File: src/rtl/chan_irq_pkg.sv
package chan_irq_pkg;
  localparam int CH_CNT     = 3;
  localparam int REG_W      = 32;
  localparam int EN_LSB_DEF = 8;

  // enable position for status lane i: the highest lane maps to the lowest enable
  function automatic int en_pos(input int lsb, input int nch, input int lane);
    return lsb + nch - 1 - lane;
  endfunction
endpackage

File: src/rtl/cis_enable_reg.sv
module cis_enable_reg #(
  parameter int NCH = 3
) (
  input  logic           clk,
  input  logic           rst,
  input  logic           wr,
  input  logic [NCH-1:0] en_new,
  output logic [NCH-1:0] en_q
);
  always_ff @(posedge clk) begin
    if (rst)     en_q <= '0;
    else if (wr) en_q <= en_new;
  end
endmodule

File: src/rtl/cis_pend_cell.sv
module cis_pend_cell (
  input  logic clk,
  input  logic rst,
  input  logic set_i,
  input  logic clr_i,
  output logic pend_q
);
  always_ff @(posedge clk) begin
    if (rst)        pend_q <= 1'b0;
    else if (clr_i) pend_q <= 1'b0;   // clear has priority over set
    else if (set_i) pend_q <= 1'b1;
  end
endmodule

File: src/rtl/cis_irq_reg.sv
module cis_irq_reg #(
  parameter int NCH = 3
) (
  input  logic           clk,
  input  logic           rst,
  input  logic [NCH-1:0] pend,
  output logic           irq_q
);
  always_ff @(posedge clk) begin
    if (rst) irq_q <= 1'b0;
    else     irq_q <= |pend;
  end
endmodule

File: src/rtl/chan_irq_status.sv
module chan_irq_status
  import chan_irq_pkg::*;
#(
  parameter int NCH    = CH_CNT,
  parameter int SCTL_W = REG_W,
  parameter int STAT_W = REG_W,
  parameter int EN_LSB = EN_LSB_DEF,
  parameter logic [STAT_W-1:0] STAT_RST = 32'h0000_0060
) (
  input  logic              clk,
  input  logic              rst,
  input  logic [NCH-1:0]    evt_done,
  input  logic              sctl_wr,
  input  logic [SCTL_W-1:0] sctl_old,
  input  logic [SCTL_W-1:0] sctl_new,
  output logic [STAT_W-1:0] stat_word,
  output logic              irq
);
  localparam int SUM_BIT = STAT_W - 1;
  localparam int FIX_W   = STAT_W - 1 - NCH;

  logic [NCH-1:0] en_new_lane, en_old_lane, en_q, set_v, clr_v, pend;
  logic           sctl_unused;

  assign sctl_unused = ^{sctl_old, sctl_new};

  for (genvar i = 0; i < NCH; i++) begin : g_lane
    localparam int EB = en_pos(EN_LSB, NCH, i);
    assign en_new_lane[i] = sctl_new[EB];
    assign en_old_lane[i] = sctl_old[EB];
    assign clr_v[i] = sctl_wr & en_old_lane[i] & ~en_new_lane[i];
    assign set_v[i] = evt_done[i] & en_q[i];

    cis_pend_cell u_cell (
      .clk   (clk),
      .rst   (rst),
      .set_i (set_v[i]),
      .clr_i (clr_v[i]),
      .pend_q(pend[i])
    );
  end

  cis_enable_reg #(.NCH(NCH)) u_en (
    .clk   (clk),
    .rst   (rst),
    .wr    (sctl_wr),
    .en_new(en_new_lane),
    .en_q  (en_q)
  );

  cis_irq_reg #(.NCH(NCH)) u_irq (
    .clk  (clk),
    .rst  (rst),
    .pend (pend),
    .irq_q(irq)
  );

  logic [FIX_W-1:0] fixed_bits;
  assign fixed_bits = STAT_RST[SUM_BIT-1:NCH];
  assign stat_word  = {|pend, fixed_bits, pend};
endmodule

File: config.mk
export PLATFORM = sky130hd
export DESIGN_NAME = chan_irq_status
export DESIGN_NICKNAME = d
export VERILOG_FILES = /design/src/rtl/chan_irq_pkg.sv /design/src/rtl/cis_enable_reg.sv /design/src/rtl/cis_pend_cell.sv /design/src/rtl/cis_irq_reg.sv /design/src/rtl/chan_irq_status.sv
export SDC_FILE = /design/constraint.sdc
export NUM_CORES = 1
export LEC_CHECK = 0
export BUFFER_PORTS_ARGS = -buffer_cell sky130_fd_sc_hd__buf_2
export CORE_MARGIN = 3
export CORE_UTILIZATION = 26
export CTS_CLUSTER_SIZE = 30
export DETAILED_ROUTE_END_ITERATION = 12
export GPL_TIMING_DRIVEN = 0
export MAX_ROUTING_LAYER = met4
export PLACE_DENSITY = 0.88
export SYNTH_ARGS = -nofsm -noshare
export SYNTH_HDL_FRONTEND = slang
export SYNTH_SLANG_ARGS = --single-unit
File: constraint.sdc
create_clock -name clk -period 1.5 [get_ports clk]
set_clock_uncertainty 0.05 [all_clocks]
set_input_delay 0.075 -clock clk [delete_from_list [all_inputs] [get_ports clk]]
set_output_delay 0.075 -clock clk [all_outputs]
set_load 0.02 [all_outputs]
==> flow_summary.ini <==
[route]
firstDrtPassIters = 3
drt-vias-per-instance = 3.17
finalWirelength_um = 1000
wl_per_cell_um = 7.64
num_vias = 415
wl_met3_um = 146
drtIter0Drc = 1
wl_met2_um = 522
antenna_left = 0
route.top_layer_used = met3
wl_met1_um = 332
drc = 0

[min_path]
worstHoldStart = sctl_new[9]
min_path_cells = 3
hold_path.class = input pin to flop
holdPathEnd = u_en.en_q[1]

[worst_setup_path]
reg2reg_depth = 2
startpoint = g_lane[1].u_cell.pend_q
r2r-start = g_lane[1].u_cell.pend_q
cp.arrival_ns = 1.11
start_kind = flop
cp_max_fo = 3
r2r_setup_slack_ns = 0.52
required_ns = 1.37
worstSetupEndpointType = primary output
rr_endpoint = u_irq.irq_q
setup.worst_path.class = flop to primary output

[timing]
fmax_ghz = 0.810
slew_violations = 0
holdWs_ns = 0.0460
post-route-period-util_pct = 82.3
setup_viol = 0
finalHoldViolCount = 0
min_period_ns = 1.24
finalSetupTns_ns = 0
rsz0062_at_grt = false

[yosys]
yosysUniqueCellTypes = 11
ys_seq_area_share_pct = 27.8
synth_top_area_share_pct = 46.2
synth_edf_count = 0
synth_most_common_cell = buf_4
ys.flop_type = dfxtp_1
synthTopCellsByCount = buf_4, dfxtp_1
synth_area_per_cell_um2 = 8.69
ys_seq_elements = 7
synthArstFlopShare_pct = 0
yosysTopAreaCell = buf_4
synth.area.top_cells = buf_4, dfxtp_1, mux2i_1
ys.warnings.count = 0
synth_cells = 58
netlist_area_um2 = 504

[finish]
design_area_um2 = 764
multi_input_area_um2 = 213
area_delta_synth_final_pct = 51.6
nets = 177
seq_area_um2 = 140
drive_gt1_share_pct = 49.1
n_antenna_cell = 0
layoutNonFillerInstCount = 131
fillers = 190

[power]
internal-power_uw = 385
pwr-share-comb_pct = 34.3
p_leak_nw = 0.464
p_sw_share_pct = 31.4
pwr-share-clk_pct = 29.8
switchingPower_uw = 177
p_per_area_nw_per_um2 = 735
total_power_uw = 562
irDropWorstVdd_mv = 0.365
p_seq_share_pct = 35.9

[placement]
postPlaceCellArea_um2 = 708
io_buffer_count = 15
place_inst = 124
dp_hpwl_um = 871
gp_congestion = 0.674

[clock_tree]
clockBufferDepth = 2
cts_tree = done
cts.clk_slew.worst_paths_ns = 0.05
cts_buffers = 3
ctsHoldBuffers = 3
insertion_delay_ns = 0.24
cts_resized = 0
postCtsSetupRepairBufs = 0
numClockSinks = 7
htree_num_levels = 1
clockRootBuffer = clkbuf_4

[floorplanning]
start_util_pct = 28.3
num_rows = 15
die_height_um = 50.0
fp.coreArea_um2 = 1780
die_area_um2 = 2500
pin_count = 103
die_w_um = 50.0

[status]
run_status = finished clean

[global_routing]
grt_pass1_wl_um = 1570
grt.overflow.total = 0
antenna_found_initial = 0
track_usage_pct = 8.34
grt_max_degree = 8
grt_pass1_vias = 378

[run]
max_cap_viol_count = 0
==> cell type report <==
| type | count | share of cell area [%] |
|---|---|---|
| Buffer | 32 | 31.1 |
| Sequential cell | 7 | 18.3 |
| Clock buffer | 4 | 3.44 |
| Inverter | 3 | 1.47 |
| Multi-Input combinational cell | 42 | 27.8 |
| Timing Repair Buffer | 18 | 13.7 |
| Tap cell | 25 | 4.09 |
==> worst max-delay path: stages, from the launching register on <==
cell and delay, ns:
dfxtp_1 0.32, or3_4 0.38, buf_2 0.17
==> stage by stage <==
step           setup WS, ns  utilization, %
6_report              0.265            42.9
3_3_place_gp          0.528            39.7
3_5_place_dp          0.518            39.7
2_1_floorplan         0.485               -
4_1_cts               0.248            42.9
5_1_grt               0.228            42.9
==> state kept, by name, indices dropped and copies added, names as in the netlist <==
register / count
g_lane.u_cell.pend_q: 3
u_en.en_q: 3
u_irq.irq_q: 1
==> layout by cell type, fill, tap and decap left out <==
cell type,n
a21oi_1,3
or3_4,1
conb_1,28
a311oi_1,3
clkbuf_1,1
inv_1,3
dfxtp_1,7
nor2_1,3
clkbuf_4,3
nor2b_4,1
mux2i_1,3
buf_2,16
dlygate4sd3_1,3
buf_4,31
==> per-layer routing <==
metal	vias to the layer above	GRT usage, %
li1	221	-
met1	166	8.00
met2	28	14.8
met3	0	4.53
met4	0	1.38
met5	-	-
==> worst max-delay path by stage <==
stage | endpoint | cells after the start | slack, ns
5_1_grt | stat_word[31] | 2 | 0.23
3_3_place_gp | stat_word[31] | 2 | 0.53
4_1_cts | stat_word[31] | 2 | 0.25
6_report | stat_word[31] | 2 | 0.26
3_5_place_dp | stat_word[31] | 2 | 0.52
2_1_floorplan | u_irq.irq_q | 2 | 0.48
==> cell families (layout without fill, tap and decap cells) <==
| logic type | Yosys count | count (layout) | share of synthesized area [%] |
|---|---|---|---|
| AO/OA/AOI/OAI | 6 | 6 | 8.19 |
| flip-flops | 7 | 7 | 27.8 |
| other | 2 | 28 | 1.49 |
| multiplexers | 3 | 3 | 5.96 |
| buffers and inverters | 35 | 57 | 49.4 |
| AND/OR/NAND/NOR | 5 | 5 | 7.20 |
==> power by group through the flow <==
| stage | clock network [mW] | logic [mW] | registers, mW |
|---|---|---|---|
| 5_1_grt | 0.179 | 0.208 | 0.203 |
| 3_3_place_gp | 0 | 0.180 | 0.205 |
| 3_5_place_dp | 0 | 0.183 | 0.205 |
| 2_1_floorplan | 0 | 0.154 | 0.206 |
| 6_report | 0.168 | 0.193 | 0.201 |
| 4_1_cts | 0.174 | 0.189 | 0.202 |
(Power assumes the default switching activity.)
